$ cat src/rtl/sbr_pkg.sv
package sbr_pkg;

   typedef enum logic [1:0] {
      ST_IDLE = 2'd0,
      ST_RUN  = 2'd1,
      ST_TURN = 2'd2
   } sbr_state_e;

endpackage

$ cat src/rtl/sbr_clkdiv.sv
module sbr_clkdiv #(
   parameter int DIV_W = 4
) (
   input  logic             clk,
   input  logic             rst_n,
   input  logic             load_i,
   input  logic             run_i,
   input  logic             stop_i,
   input  logic [DIV_W-1:0] pm1_i,
   output logic             mclk_o,
   output logic             rise_o,
   output logic             fall_o
);

   logic [DIV_W-1:0] pm1_q;
   logic [DIV_W-1:0] ph_q;
   logic [DIV_W-1:0] ph_nx;
   logic [DIV_W:0]   half;
   logic             mclk_q;

   // high span of the period: floor(period / 2)
   assign half  = ({1'b0, pm1_q} + (DIV_W+1)'(1)) >> 1;
   assign ph_nx = (ph_q == pm1_q) ? '0 : ph_q + DIV_W'(1);

   assign rise_o = run_i && (ph_q == pm1_q);
   assign fall_o = run_i && ({1'b0, ph_nx} == half);
   assign mclk_o = mclk_q;

   always_ff @(posedge clk or negedge rst_n) begin
      if (!rst_n) begin
         pm1_q  <= DIV_W'(1);
         ph_q   <= '0;
         mclk_q <= 1'b0;
      end else if (load_i) begin
         pm1_q  <= pm1_i;
         ph_q   <= pm1_i;
         mclk_q <= 1'b0;
      end else if (run_i) begin
         if (stop_i) begin
            ph_q   <= pm1_q;
            mclk_q <= 1'b0;
         end else begin
            ph_q   <= ph_nx;
            mclk_q <= ({1'b0, ph_nx} < half);
         end
      end else begin
         mclk_q <= 1'b0;
      end
   end

endmodule

$ cat src/rtl/sbr_beat_seq.sv
module sbr_beat_seq #(
   parameter int ADDR_W  = 24,
   parameter int LAT_W   = 4,
   parameter int LG_W    = 3,
   parameter int BCNT_W  = 5,
   parameter bit WRAP_EN = 1'b1
) (
   input  logic              clk,
   input  logic              rst_n,
   input  logic              load_i,
   input  logic [ADDR_W-1:0] base_i,
   input  logic [LG_W-1:0]   lg2_i,
   input  logic              wrap_i,
   input  logic [LAT_W-1:0]  lat_i,
   input  logic              rise_i,
   input  logic              wait_i,
   output logic              cap_o,
   output logic              last_o,
   output logic [ADDR_W-1:0] addr_o
);

   logic [LG_W-1:0]   lg2_q;
   logic              wrap_q;
   logic [LAT_W:0]    lat_q;
   logic [LAT_W:0]    ecnt_q;
   logic [BCNT_W-1:0] bcnt_q;
   logic [BCNT_W-1:0] bm1;
   logic [ADDR_W-1:0] cur_q;
   logic [ADDR_W-1:0] nxt;
   logic              elig;

   assign elig   = (ecnt_q == lat_q);
   assign cap_o  = rise_i && elig && !wait_i;
   assign bm1    = ~({BCNT_W{1'b1}} << lg2_q);
   assign last_o = cap_o && (bcnt_q == bm1);
   assign addr_o = cur_q;

   generate
      if (WRAP_EN) begin : g_wrap
         logic [ADDR_W-1:0] amask;
         logic [ADDR_W-1:0] inc;
         assign amask = ~({ADDR_W{1'b1}} << lg2_q);
         assign inc   = cur_q + ADDR_W'(1);
         assign nxt   = wrap_q ? ((cur_q & ~amask) | (inc & amask)) : inc;
      end else begin : g_lin
         logic unused_wrap;
         assign unused_wrap = wrap_q;
         assign nxt = cur_q + ADDR_W'(1);
      end
   endgenerate

   always_ff @(posedge clk or negedge rst_n) begin
      if (!rst_n) begin
         lg2_q  <= '0;
         wrap_q <= 1'b0;
         lat_q  <= '0;
         ecnt_q <= '0;
         bcnt_q <= '0;
         cur_q  <= '0;
      end else if (load_i) begin
         lg2_q  <= lg2_i;
         wrap_q <= wrap_i;
         lat_q  <= {1'b0, lat_i} + (LAT_W+1)'(2);
         ecnt_q <= '0;
         bcnt_q <= '0;
         cur_q  <= base_i;
      end else if (rise_i) begin
         if (!elig) begin
            ecnt_q <= ecnt_q + (LAT_W+1)'(1);
         end else if (cap_o) begin
            bcnt_q <= bcnt_q + BCNT_W'(1);
            cur_q  <= nxt;
         end
      end
   end

endmodule

$ cat src/rtl/sync_burst_rd.sv
module sync_burst_rd
   import sbr_pkg::*;
#(
   parameter int NUM_BANKS = 4,
   parameter int ADDR_W    = 24,
   parameter int DATA_W    = 16,
   parameter int MAX_LG2   = 4,
   parameter int DIV_W     = 4,
   parameter int LAT_W     = 4,
   parameter int TURN_W    = 4,
   parameter bit WRAP_EN   = 1'b1,
   localparam int BANK_W   = (NUM_BANKS > 1) ? $clog2(NUM_BANKS) : 1,
   localparam int LG_W     = (MAX_LG2 > 1) ? $clog2(MAX_LG2 + 1) : 1
) (
   input  logic                 clk,
   input  logic                 rst_n,
   input  logic                 start_i,
   input  logic [BANK_W-1:0]    bank_i,
   input  logic [ADDR_W-1:0]    addr_i,
   input  logic [LG_W-1:0]      len_lg2_i,
   input  logic                 wrap_i,
   input  logic [DIV_W-1:0]     div_i,
   input  logic [LAT_W-1:0]     lat_i,
   input  logic [TURN_W-1:0]    turn_i,
   output logic                 ready_o,
   output logic                 rd_valid_o,
   output logic [DATA_W-1:0]    rd_data_o,
   output logic [ADDR_W-1:0]    rd_addr_o,
   output logic [NUM_BANKS-1:0] mem_clk_o,
   output logic [NUM_BANKS-1:0] mem_cs_n_o,
   output logic                 mem_adv_n_o,
   output logic                 mem_oe_n_o,
   output logic [ADDR_W-1:0]    mem_addr_o,
   input  logic                 mem_wait_i,
   input  logic [DATA_W-1:0]    mem_dq_i
);

   localparam int BCNT_W = MAX_LG2 + 1;

   generate
      if (NUM_BANKS < 1)        begin : g_bad_banks $error("NUM_BANKS must be at least 1"); end
      if (MAX_LG2 < 1)          begin : g_bad_len   $error("MAX_LG2 must be at least 1"); end
      if (ADDR_W <= MAX_LG2)    begin : g_bad_addr  $error("ADDR_W must exceed MAX_LG2"); end
      if (DIV_W < 1 || LAT_W < 1 || TURN_W < 1) begin : g_bad_cfg
         $error("configuration field widths must be at least 1");
      end
   endgenerate

   sbr_state_e        st_q;
   logic [BANK_W-1:0] bank_q;
   logic [ADDR_W-1:0] base_q;
   logic [TURN_W-1:0] tcnt_q;
   logic              adv_act_q;
   logic              oe_act_q;
   logic              rd_valid_q;
   logic [DATA_W-1:0] rd_data_q;
   logic [ADDR_W-1:0] rd_addr_q;

   logic              run;
   logic              load;
   logic [LG_W-1:0]   lg2_c;
   logic [DIV_W-1:0]  pm1_in;
   logic              mclk;
   logic              rise;
   logic              fall;
   logic              cap;
   logic              last;
   logic [ADDR_W-1:0] beat_addr;

   assign run     = (st_q == ST_RUN);
   assign ready_o = (st_q == ST_IDLE);
   assign load    = ready_o && start_i;
   assign lg2_c   = (len_lg2_i > LG_W'(MAX_LG2)) ? LG_W'(MAX_LG2) : len_lg2_i;
   assign pm1_in  = (div_i == '0) ? DIV_W'(1) : div_i;

   sbr_clkdiv #(
      .DIV_W (DIV_W)
   ) u_clkdiv (
      .clk    (clk),
      .rst_n  (rst_n),
      .load_i (load),
      .run_i  (run),
      .stop_i (last),
      .pm1_i  (pm1_in),
      .mclk_o (mclk),
      .rise_o (rise),
      .fall_o (fall)
   );

   sbr_beat_seq #(
      .ADDR_W  (ADDR_W),
      .LAT_W   (LAT_W),
      .LG_W    (LG_W),
      .BCNT_W  (BCNT_W),
      .WRAP_EN (WRAP_EN)
   ) u_seq (
      .clk    (clk),
      .rst_n  (rst_n),
      .load_i (load),
      .base_i (addr_i),
      .lg2_i  (lg2_c),
      .wrap_i (wrap_i),
      .lat_i  (lat_i),
      .rise_i (rise),
      .wait_i (mem_wait_i),
      .cap_o  (cap),
      .last_o (last),
      .addr_o (beat_addr)
   );

   always_ff @(posedge clk or negedge rst_n) begin
      if (!rst_n) begin
         st_q      <= ST_IDLE;
         bank_q    <= '0;
         base_q    <= '0;
         tcnt_q    <= '0;
         adv_act_q <= 1'b0;
         oe_act_q  <= 1'b0;
      end else begin
         case (st_q)
            ST_IDLE: begin
               if (start_i) begin
                  st_q      <= ST_RUN;
                  bank_q    <= bank_i;
                  base_q    <= addr_i;
                  tcnt_q    <= turn_i;
                  adv_act_q <= 1'b1;
                  oe_act_q  <= 1'b0;
               end
            end
            ST_RUN: begin
               if (last) begin
                  st_q      <= ST_TURN;
                  adv_act_q <= 1'b0;
                  oe_act_q  <= 1'b0;
               end else if (fall && adv_act_q) begin
                  adv_act_q <= 1'b0;
                  oe_act_q  <= 1'b1;
               end
            end
            ST_TURN: begin
               if (tcnt_q == '0) st_q <= ST_IDLE;
               else              tcnt_q <= tcnt_q - TURN_W'(1);
            end
            default: st_q <= ST_IDLE;
         endcase
      end
   end

   always_ff @(posedge clk or negedge rst_n) begin
      if (!rst_n) begin
         rd_valid_q <= 1'b0;
         rd_data_q  <= '0;
         rd_addr_q  <= '0;
      end else begin
         rd_valid_q <= cap;
         if (cap) begin
            rd_data_q <= mem_dq_i;
            rd_addr_q <= beat_addr;
         end
      end
   end

   generate
      for (genvar gi = 0; gi < NUM_BANKS; gi++) begin : g_bank
         logic sel;
         assign sel            = run && (bank_q == BANK_W'(gi));
         assign mem_cs_n_o[gi] = ~sel;
         assign mem_clk_o[gi]  = sel && mclk;
      end
   endgenerate

   assign mem_adv_n_o = ~adv_act_q;
   assign mem_oe_n_o  = ~oe_act_q;
   assign mem_addr_o  = base_q;
   assign rd_valid_o  = rd_valid_q;
   assign rd_data_o   = rd_data_q;
   assign rd_addr_o   = rd_addr_q;

endmodule

$ cat config.mk
export PLATFORM = sky130hd
export DESIGN_NAME = sync_burst_rd
export DESIGN_NICKNAME = d
export VERILOG_FILES = /design/src/rtl/sbr_pkg.sv /design/src/rtl/sbr_clkdiv.sv /design/src/rtl/sbr_beat_seq.sv /design/src/rtl/sync_burst_rd.sv
export SDC_FILE = /design/constraint.sdc
export NUM_CORES = 1
export LEC_CHECK = 0
export ABC_AREA = 1
export BUFFER_PORTS_ARGS = -buffer_cell sky130_fd_sc_hd__buf_4
export CAP_MARGIN = 20
export CORE_AREA = 2 2 132 109
export CTS_CLUSTER_DIAMETER = 150
export CTS_CLUSTER_SIZE = 25
export DETAILED_ROUTE_END_ITERATION = 16
export DIE_AREA = 0 0 134 111
export PLACE_DENSITY = 0.71
export SYNTH_ARGS = -nofsm -noshare
export SYNTH_HDL_FRONTEND = slang
export SYNTH_SLANG_ARGS = --single-unit
$ cat constraint.sdc
create_clock -name clk -period 2.4 [get_ports clk]
set_input_delay 0.24 -clock clk [delete_from_list [all_inputs] [get_ports clk]]
set_output_delay 0.24 -clock clk [all_outputs]
set_load 0.03 [all_outputs]
== Yosys cells after proc, flatten, opt, wreduce, memory -nomap -nowiden ==
Cells that the tools add are included.

* Flip-flop bits (word level): 127
* Input bits: 62
* Output and inout bits: 76
* Word-level logic and storage cells: 124

* Add/subtract/negate cells: 7
* Magnitude comparators: 2
* Equality and inequality tests: 15
* Shifts and indexed selects: 2
* Multiplexer cells: 36
* Bitwise gates (word level): 12
* Reductions and logical operators: 32

{| class="wikitable"
|+ Operators with widths
! operator !! number
|-
| $mux 24 || 5
|-
| $and 24x24->24 || 2
|-
| $not 24->24 || 2
|-
| $mux 5 || 7
|-
| $mux 4 || 7
|-
| $add 24x1->24 const B || 1
|-
| $or 24x24->24 || 1
|-
| $shl 24x3->24 const A || 1
|-
| $logic_and 1x1->1 || 15
|-
| $reduce_and 3->1 || 4
|-
| $reduce_bool 2->1 || 6
|-
| $add 5x1->5 const B || 2
|-
| $eq 5x5->1 || 2
|-
| $mux 1 || 9
|-
| $eq 4x4->1 || 2
|-
| $logic_not 4->1 || 2
|-
| $ne 2x2->1 const B || 4
|-
| $pmux 4 s2 || 1
|-
| $eq 2x2->1 const B || 3
|-
| $mux 2 || 3
|-
| $not 1->1 || 6
|-
| $pmux 2 s3 || 1
|-
| $add 4x1->5 const B || 1
|-
| $add 4x2->5 const B || 1
|-
| 14 further kinds || 18
|}

== Depth between registers and ports, before layout ==
Gate-level depths: netlist of run 1.

* Depth in word-level cells: 10
* Gate-level depth with buffers: 15
* Depth with buffers taken out: 14

== By module ==
Synthesis of run 1 repeated with hierarchy kept, for this count alone.

* Cell total of the unflattened synthesis: 853
* Area, all modules: 6,759.0 sq um

{| class="wikitable"
|+ By module, submodules not included
! module !! times used !! cells each !! area an instance (sq um) !! seq. area each (sq um)
|-
| sync_burst_rd || 1 || 281 || 3,065.4 || 1,876.8
|-
| sbr_beat_seq || 1 || 474 || 3,014.1 || 1,076.0
|-
| sbr_clkdiv || 1 || 98 || 679.4 || 226.5
|}

== Least setup slack after synthesis of run 1 ==
No wires, ideal clock.

* Path type: register -> register
* From: register u_clkdiv.pm1_q[0]
* To: register oe_act_q
* Library setup time: 0.132 ns
* Arrival time: 1.817 ns
* Data required time: 2.268 ns
* Setup slack: 0.451 ns
* Stages on the path, launching flop included: 14
* Buffers on the path: 0
* Period minus slack after synthesis: 1.949 ns
* Cell sequence: dfstp_2 xor2_1 nor2_1 nand2_2 inv_1 or2_2 inv_1 ha_1 nand2_1 inv_1 nand4_1 nand3_1 nand2_1 a21oi_1

* Longest elaborated chain between the ends: 7
* Elaborated cells on any way between the ends: 14
* Classes of those cells: add/sub (1); eq/ne (3); mux (3); reduce/logical (7)

{| class="wikitable"
|+ RTL lines
! element !! RTL line !! text
|-
| from (decl) || sbr_clkdiv.sv:15 || <nowiki>logic [DIV_W-1:0] pm1_q;</nowiki>
|-
| from (signal assigned) || sbr_clkdiv.sv:35 || <nowiki>pm1_q <= pm1_i;</nowiki>
|-
| branches (longest 7 deep; another with $add 4x1->5) || -- ||
|-
| to (signal assigned) || sync_burst_rd.sv:128 || <nowiki>oe_act_q <= 1'b0;</nowiki>
|-
| to (signal assigned) || sync_burst_rd.sv:135 || <nowiki>oe_act_q <= 1'b0;</nowiki>
|-
| to (signal assigned) || sync_burst_rd.sv:138 || <nowiki>oe_act_q <= 1'b1;</nowiki>
|-
| to (decl) || sync_burst_rd.sv:54 || <nowiki>logic oe_act_q;</nowiki>
|}

Several ways; the timed one is not identified.
A chain may end at the register's enable or synchronous reset.

== Worst setup path in the final report of run 1 ==
Ends and elaborated chain as after synthesis.

==> results of run 1 <==
kinds of logic (layout without fill, tap and decap cells):
logic type	count (synthesis)	after routing
compound gates	119	119
xor+xnor	15	15
fa+ha+maj	11	11
buf+inv	107	265
flops	127	127
simple gates	440	440
tightest hold or removal path, stage by stage:
cell and delay, ns:
buf_4 0.07, nand2_1 0.04, nand2_1 0.05
layout make-up:
type	instances	area, um^2	area share
inverter	80	300	0.0365
clock buffer	27	513	0.0623
multi-input combinational	585	2760	0.335
tap	184	230	0.0280
sequential	127	3180	0.386
timing repair buffer	153	1180	0.143
clock inverter	5	77.6	0.00942
cells in the final DEF, fill, tap and decap left out, drive strengths merged, types with 12 or more instances in the layout:
cell type	n
a21oi	17
buf	152
clkbuf	27
dfrtp	126
inv	80
nand2	305
nand3	50
nand4	13
nor2	54
o21ai	89
xor2	12
metrics by stage:
| stage | util | setup WS, ns | instance area (um^2) |
|---|---|---|---|
| 6_report | 0.601 | 0.345 | 8230 |
| 5_1_grt | 0.601 | 0.148 | 8230 |
| 2_1_floorplan | - | 0.451 | 6390 |
| 4_1_cts | 0.601 | 0.345 | 8230 |
| 3_3_place_gp | 0.557 | 0.369 | 7630 |
| 3_5_place_dp | 0.557 | 0.355 | 7630 |
per-layer routing:
| layer | wire (um) | part of all wire |
|---|---|---|
| met1 | 8290 | 0.51 |
| met2 | 6580 | 0.41 |
| met3 | 1020 | 0.063 |
| met4 | 213 | 0.013 |
| met5 | 0 | 0 |
sequential cells by signal, summed over array words and instances, names as in the netlist, named ones only:
name             flops
adv_act_q            1
bank_q               2
mem_addr_o          24
u_seq.bcnt_q         5
tcnt_q               4
u_seq.lat_q          5
rd_valid_o           1
u_clkdiv.pm1_q       4
st_q                 2
u_seq.addr_o        18
u_seq.lg2_q          3
rd_addr_o           24
oe_act_q             1
u_seq.wrap_q         1
rd_data_o           16
u_seq.ecnt_q         5
u_clkdiv.ph_q        4
u_clkdiv.mclk_o      1
worst max-delay path by stage:
stage | endpoint | slack (ns) | depth (start not counted)
2_1_floorplan | oe_act_q | 0.45 | 13
3_5_place_dp | oe_act_q | 0.35 | 13
4_1_cts | oe_act_q | 0.34 | 13
3_3_place_gp | oe_act_q | 0.37 | 13
6_report | oe_act_q | 0.34 | 13
5_1_grt | oe_act_q | 0.15 | 13
report_power, final:
| part | switching, mW | internal (mW) |
|---|---|---|
| clock network | 0.907 | 1.66 |
| registers | 0.518 | 2.79 |
| logic | 2.08 | 1.22 |
==> impl_results.md, run 1 <==
- Status: completed
- Prevailing post-synth register cell: dfrtp_1
- CP Capture Type: flip-flop
- Critical path's most frequent cell: inv_1
- Top-area cell type share of the netlist area: 0.493
- Distinct cell type count after synthesis: 37
- Non-Filler Instances: approximately 1200
- RR Endpoint: oe_act_q
- CTS Hold Buffers Added: 1
- Family with the most delay on the worst path: simple AND/OR/NAND/NOR gates
- Clock tree buffer depth: 2
- Peak Freq: approximately 490 MHz
- Sink Count: roughly 130
- Antenna-violating nets left: 0
- # resized after CTS: 0
- DRT Pass-1 Iters: 5
- # port buffers: about 140
- Adder-cell share of the synthesized area: 0.0215
- Area fraction in compound gates after synthesis: 0.100
- Synth top area cells: dfrtp_1 (49%), nand2_1 (18%), o21ai_0 (6.4%)
- DP HPWL: between 10000 and 15000 um
- Clock skew: approximately 0.015 ns
- Multiplexer share of the synthesized area: 0
- CP max stage cell: dfstp_2
- Routing usage on met1: 0.347
- Nets@finish: roughly 1000
- Clk root buf: clkbuf_16
- Die H: between 100 and 150 um
- Main combinational cell family by area after synthesis: simple AND/OR/NAND/NOR gates
- Syn nets: between 800 and 900
- Power Total: between 9 and 10 mW
- Mapped Area: between 6000 and 7000 um^2
- Fillers: between 1000 and 1500
- Number of flops mapped to enable cells by yosys: 0
- Initial Util: 0.466
- Wirelength, routed: roughly 16000 um
- Hold worst-path end: rd_data_o[1]
- Post-Synth XOR/XNOR Area: 0.0206
- Synth top cells by count: nand2_1 (301), dfrtp_1 (126), o21ai_0 (82), inv_1 (80), nand3_1 (48)
- Type of origin of the critical path: flip-flop
- Crit-path max cell delay: 0.56 ns
- Largest net degree at the start of global routing: 47
- Via count: approximately 5800
- Min-delay src: mem_dq_i[1]
- Async S/R FF share, synth: 1.00
- Crit path buf inv count: 3
- Grt ovf: 0
- Register area share after synthesis: 0.498
- Wire per inst: 13.9 um
- Setup Viol. Count Final: 0
- Vias in the first global route: approximately 5400
- Setup TNS: 0 ns
- Total GRT Usage: 0.230
- VDD IR max: between 0.0005 and 0.0006 V
- Total inserted antenna cells: 0
- Global-route wire length before repair: ~27000 um
- Share of layout cells above drive strength 1: 0.206
- Met2 Track Usage GR: 0.323
- CP Class: flip-flop to flip-flop
- Slew headroom: 0.490
- Power density cells: approximately 1100 nW/um^2
- Max-Cap Viols: 0
- Tcrit/Tclk final: 0.856
- Yosys reg bits: about 130
- Die W: approximately 130 um
- Count leader, synth: nand2_1
- Postcts setup bufs: 0
- Met3 usage: 0.0572
- Placed Cells: 1128
- Critical-path cell list: xor2_1, nor2_1, nand2_2, inv_1, or2_2, inv_1, ha_1, nand2_1, inv_1, nand4_1, nand3_1, nand2_1, a21oi_1
- Dominant cell type by area after synthesis: dfrtp_1
- Max Slew Vio Count: 0
- Clk slew on worst S/H paths: about 0.050 ns
- Reg2reg path depth: 13
- Worst-Skew Late Latency: 0.43 ns
- Slew of the pin with the lowest slew margin: around 0.76 ns
- Top-Level Pins: 138
- Core ar.: 13700 um^2
- Worst-path fanout max: 5
- Worst Path Required: 2.70 ns
- Min cycle time layout: a little over 2 ns
- Die footprint: ~15000 um^2
- Leak: roughly 4.3 nW
- Final hold vios: 0
- Mapped Cells: 819
- Ys Warns: 0
- Antenna violations before repair: 0
- RSZ-0062 raised after global routing: false
- CP startpoint: u_clkdiv.pm1_q[0]
- Syn Area/Cell: a little under 8 um^2
- # H-tree levels: 4
- Reg2Reg Launch Point: u_clkdiv.pm1_q[0]
- Flop2flop setup slack: 0.34 ns
- Vias per inst: around 5.0
- Row cnt: 39
- Worst Hold Class: primary input to flip-flop
- WHS: 0.0120 ns
- Simple-gate share of the synthesized area: 0.289
- CTS tree: done
- Worst path arrival time: ~2.4 ns
- Top Usage Layer GRT: met1
- CTS buffer count: 17
- Hold Path Stages: 3
- DRC: 0
- GP Congestion: roughly 0.86
- Initial DRC count: between 400 and 500
- Layout area overhead: 28.9%
(Power assumes the default switching activity.)
==> run 2, diff against run 1 <==
--- a/config.mk
+++ b/config.mk
@@ -14,6 +14,7 @@
 export DETAILED_ROUTE_END_ITERATION = 16
 export DIE_AREA = 0 0 134 111
 export PLACE_DENSITY = 0.71
+export REMOVE_ABC_BUFFERS = 1
 export SYNTH_ARGS = -nofsm -noshare
 export SYNTH_HDL_FRONTEND = slang
 export SYNTH_SLANG_ARGS = --single-unit
==> run 2 against run 1 <==
  * Clock-buffer cell count decreased by 3
  * Critical endpoint unchanged
  * Non-clock buffer count is 2 lower
  * Routed wire length down 0.56%
  * Power about the same
  * Clock skew down 0.0055 ns
  * Largest power group unchanged
  * Combinational power hardly changed
==> impl_results.md, run 2 (synthesis gave the netlist of run 1 again) <==
- Clock skew: 0.00933 ns (was 0.0149 ns)
- Worst Path Required: 2.69 ns (was 2.70 ns)
- Type of origin of the critical path: flip-flop (unchanged)
- Crit path buf inv count: 3 (unchanged)
- Worst-Skew Late Latency: 0.41 ns (was 0.43 ns)
- CTS tree: done (unchanged)
- Min cycle time layout: 2.09 ns (was 2.06 ns)
- Initial Util: 0.466 (unchanged)
- Family with the most delay on the worst path: simple AND/OR/NAND/NOR gates (unchanged)
- # H-tree levels: 4 (unchanged)
- Largest net degree at the start of global routing: 46 (was 47)
- Placed Cells: 1126 (was 1128)
- Total GRT Usage: 0.226 (was 0.230)
- Wire per inst: 13.8 um (was 13.9 um)
- Power density cells: 1120 nW/um^2 (was 1110 nW/um^2)
- Total inserted antenna cells: 0 (unchanged)
- RSZ-0062 raised after global routing: false (unchanged)
- # resized after CTS: 0 (unchanged)
- Leak: 4.29 nW (was 4.30 nW)
- DRC: 0 (unchanged)
- Die W: 134 um (unchanged)
- Die H: 111 um (unchanged)
- Commonest non-fill, non-tap cell in the layout: nand2_1 (unchanged)
- Die footprint: 14900 um^2 (unchanged)
- Post-route setup slack: 0.306 ns (was 0.345 ns)
- Critical path's most frequent cell: inv_1 (unchanged)
- Share of layout cells above drive strength 1: 0.203 (was 0.206)
- Max Slew Vio Count: 0 (unchanged)
- Postcts setup bufs: 0 (unchanged)
- Layout area overhead: 28.6% (was 28.9%)
- Initial DRC count: 401 (unchanged)
- Nets@finish: 1035 (was 1037)
- Clk slew on worst S/H paths: 0.06 ns (was 0.05 ns)
- # port buffers: 137 (unchanged)
- VDD IR max: 0.000614 V (was 0.000596 V)
- Finished Core Util: 0.600 (was 0.601)
- Max-Cap Viols: 0 (unchanged)
- Slew headroom: 0.437 (was 0.490)
- Vias in the first global route: 5482 (was 5440)
- Worst path arrival time: 2.39 ns (was 2.36 ns)
- Wirelength, routed: 16000 um (was 16100 um)
- Setup TNS: 0 ns (unchanged)
- CP Class: flip-flop to flip-flop (unchanged)
- Core ar.: 13700 um^2 (unchanged)
- Antenna-violating nets left: 0 (unchanged)
- Clk root buf: clkbuf_16 (unchanged)
- Antenna violations before repair: 0 (unchanged)
- DRT Pass-1 Iters: 6 (was 5)
- GP Congestion: 0.906 (was 0.859)
- Via count: 5780 (was 5770)
- Worst Hold Class: primary input to flip-flop (unchanged)
- Non-Filler Instances: 1159 (was 1161)
- Crit-path max cell delay: 0.56 ns (about the same)
- CP Capture Type: flip-flop (unchanged)
- DP HPWL: 11500 um (was 11700 um)
- Most frequent cells in the layout: nand2_1 (301), buf_4 (147), dfrtp_1 (126) (was nand2_1 (301), buf_4 (150), dfrtp_1 (126))
- Vias per inst: 4.99 (was 4.97)
- Slew of the pin with the lowest slew margin: 0.835 ns (was 0.758 ns)
- Top-Level Pins: 138 (unchanged)
- Sink Count: 127 (unchanged)
- Row cnt: 39 (unchanged)
- Clock tree buffer depth: 2 (unchanged)
- Critical-path cell list: xor2_1, nor2_1, nand2_2, inv_1, or2_2, inv_1, ha_1, nand2_1, inv_1, nand4_1, nand3_1, nand2_1, a21oi_1 (unchanged)
- Worst-path fanout max: 5 (unchanged)
- Final hold vios: 0 (unchanged)
- Setup Viol. Count Final: 0 (unchanged)
- Placement-stage worst setup slack: 0.327 ns (was 0.355 ns)
- CTS Hold Buffers Added: 1 (unchanged)
- Tcrit/Tclk final: 0.873 (was 0.856)
- Status: completed (unchanged)
- WHS: 0.0204 ns (was 0.0120 ns)
- Peak Freq: 478 MHz (was 487 MHz)
- Global-route wire length before repair: 26800 um (was 27000 um)
- CP max stage cell: dfstp_2 (unchanged)
- CTS buffer count: 17 (unchanged)
- Grt ovf: 0 (unchanged)
==> run 2: final cells by class <==
type	count	area (um^2)
clock inverter	8	118
inverter	80	300
multi-input combinational	585	2760
tap	184	230
timing repair buffer	151	1170
fill	1300	5490
clock buffer	24	462
sequential	127	3180
==> run 2: path summary, 6_finish.rpt <==
| check | start | endpoint | slack (ns) | cells past startpoint |
|---|---|---|---|---|
| min | mem_dq_i[1] | rd_data_o[1] | 0.02 | 3 |
| min in group asynchronous | rst_n | u_seq.ecnt_q[4] | 0.35 | 2 |
| max in group asynchronous | rst_n | rd_addr_o[8] | 1.39 | 3 |
| max | u_clkdiv.pm1_q[0] | oe_act_q | 0.31 | 13 |
| max reg2reg | u_clkdiv.pm1_q[0] | oe_act_q | 0.31 | 13 |
| min reg2reg | rd_addr_o[1] | rd_addr_o[1] | 0.47 | 2 |
==> run 2: report_power, final <==
part           leakage (nW)  switching, mW  internal [mW]  total (mW)
registers              1.65          0.528           2.79        3.32
clock network         0.282          0.889           1.65        2.54
logic                  2.35           2.09           1.22        3.31
total                  4.29           3.51           5.66        9.17
==> run 2: metrics by stage <==
| stage | power (mW) | area [um^2] |
|---|---|---|
| after floorplan | 5.44 | 6240 |
| after global placement | 6.56 | 7630 |
| after detailed placement | 6.63 | 7630 |
| after CTS | 9.22 | 8220 |
| after global routing | 9.78 | 8220 |
| final | 9.17 | 8220 |
==> run 2: worst reg2reg max path, cell delays in order, from the launching register on <==
cell,delay [ns]
dfstp_2,0.56
xor2_1,0.14
nor2_1,0.08
nand2_2,0.13
inv_1,0.06
or2_2,0.27
inv_1,0.08
ha_1,0.24
nand2_1,0.08
inv_1,0.04
nand4_1,0.06
nand3_1,0.07
nand2_1,0.09
a21oi_1,0.06
==> run 2: routing by layer <==
metal,vias up,global-route usage,wire (um)
met5,-,0,0
met4,0,0.0624,80
met3,8,0.0590,1040
met2,174,0.326,6880
met1,2689,0.338,8010
li1,2909,-,-
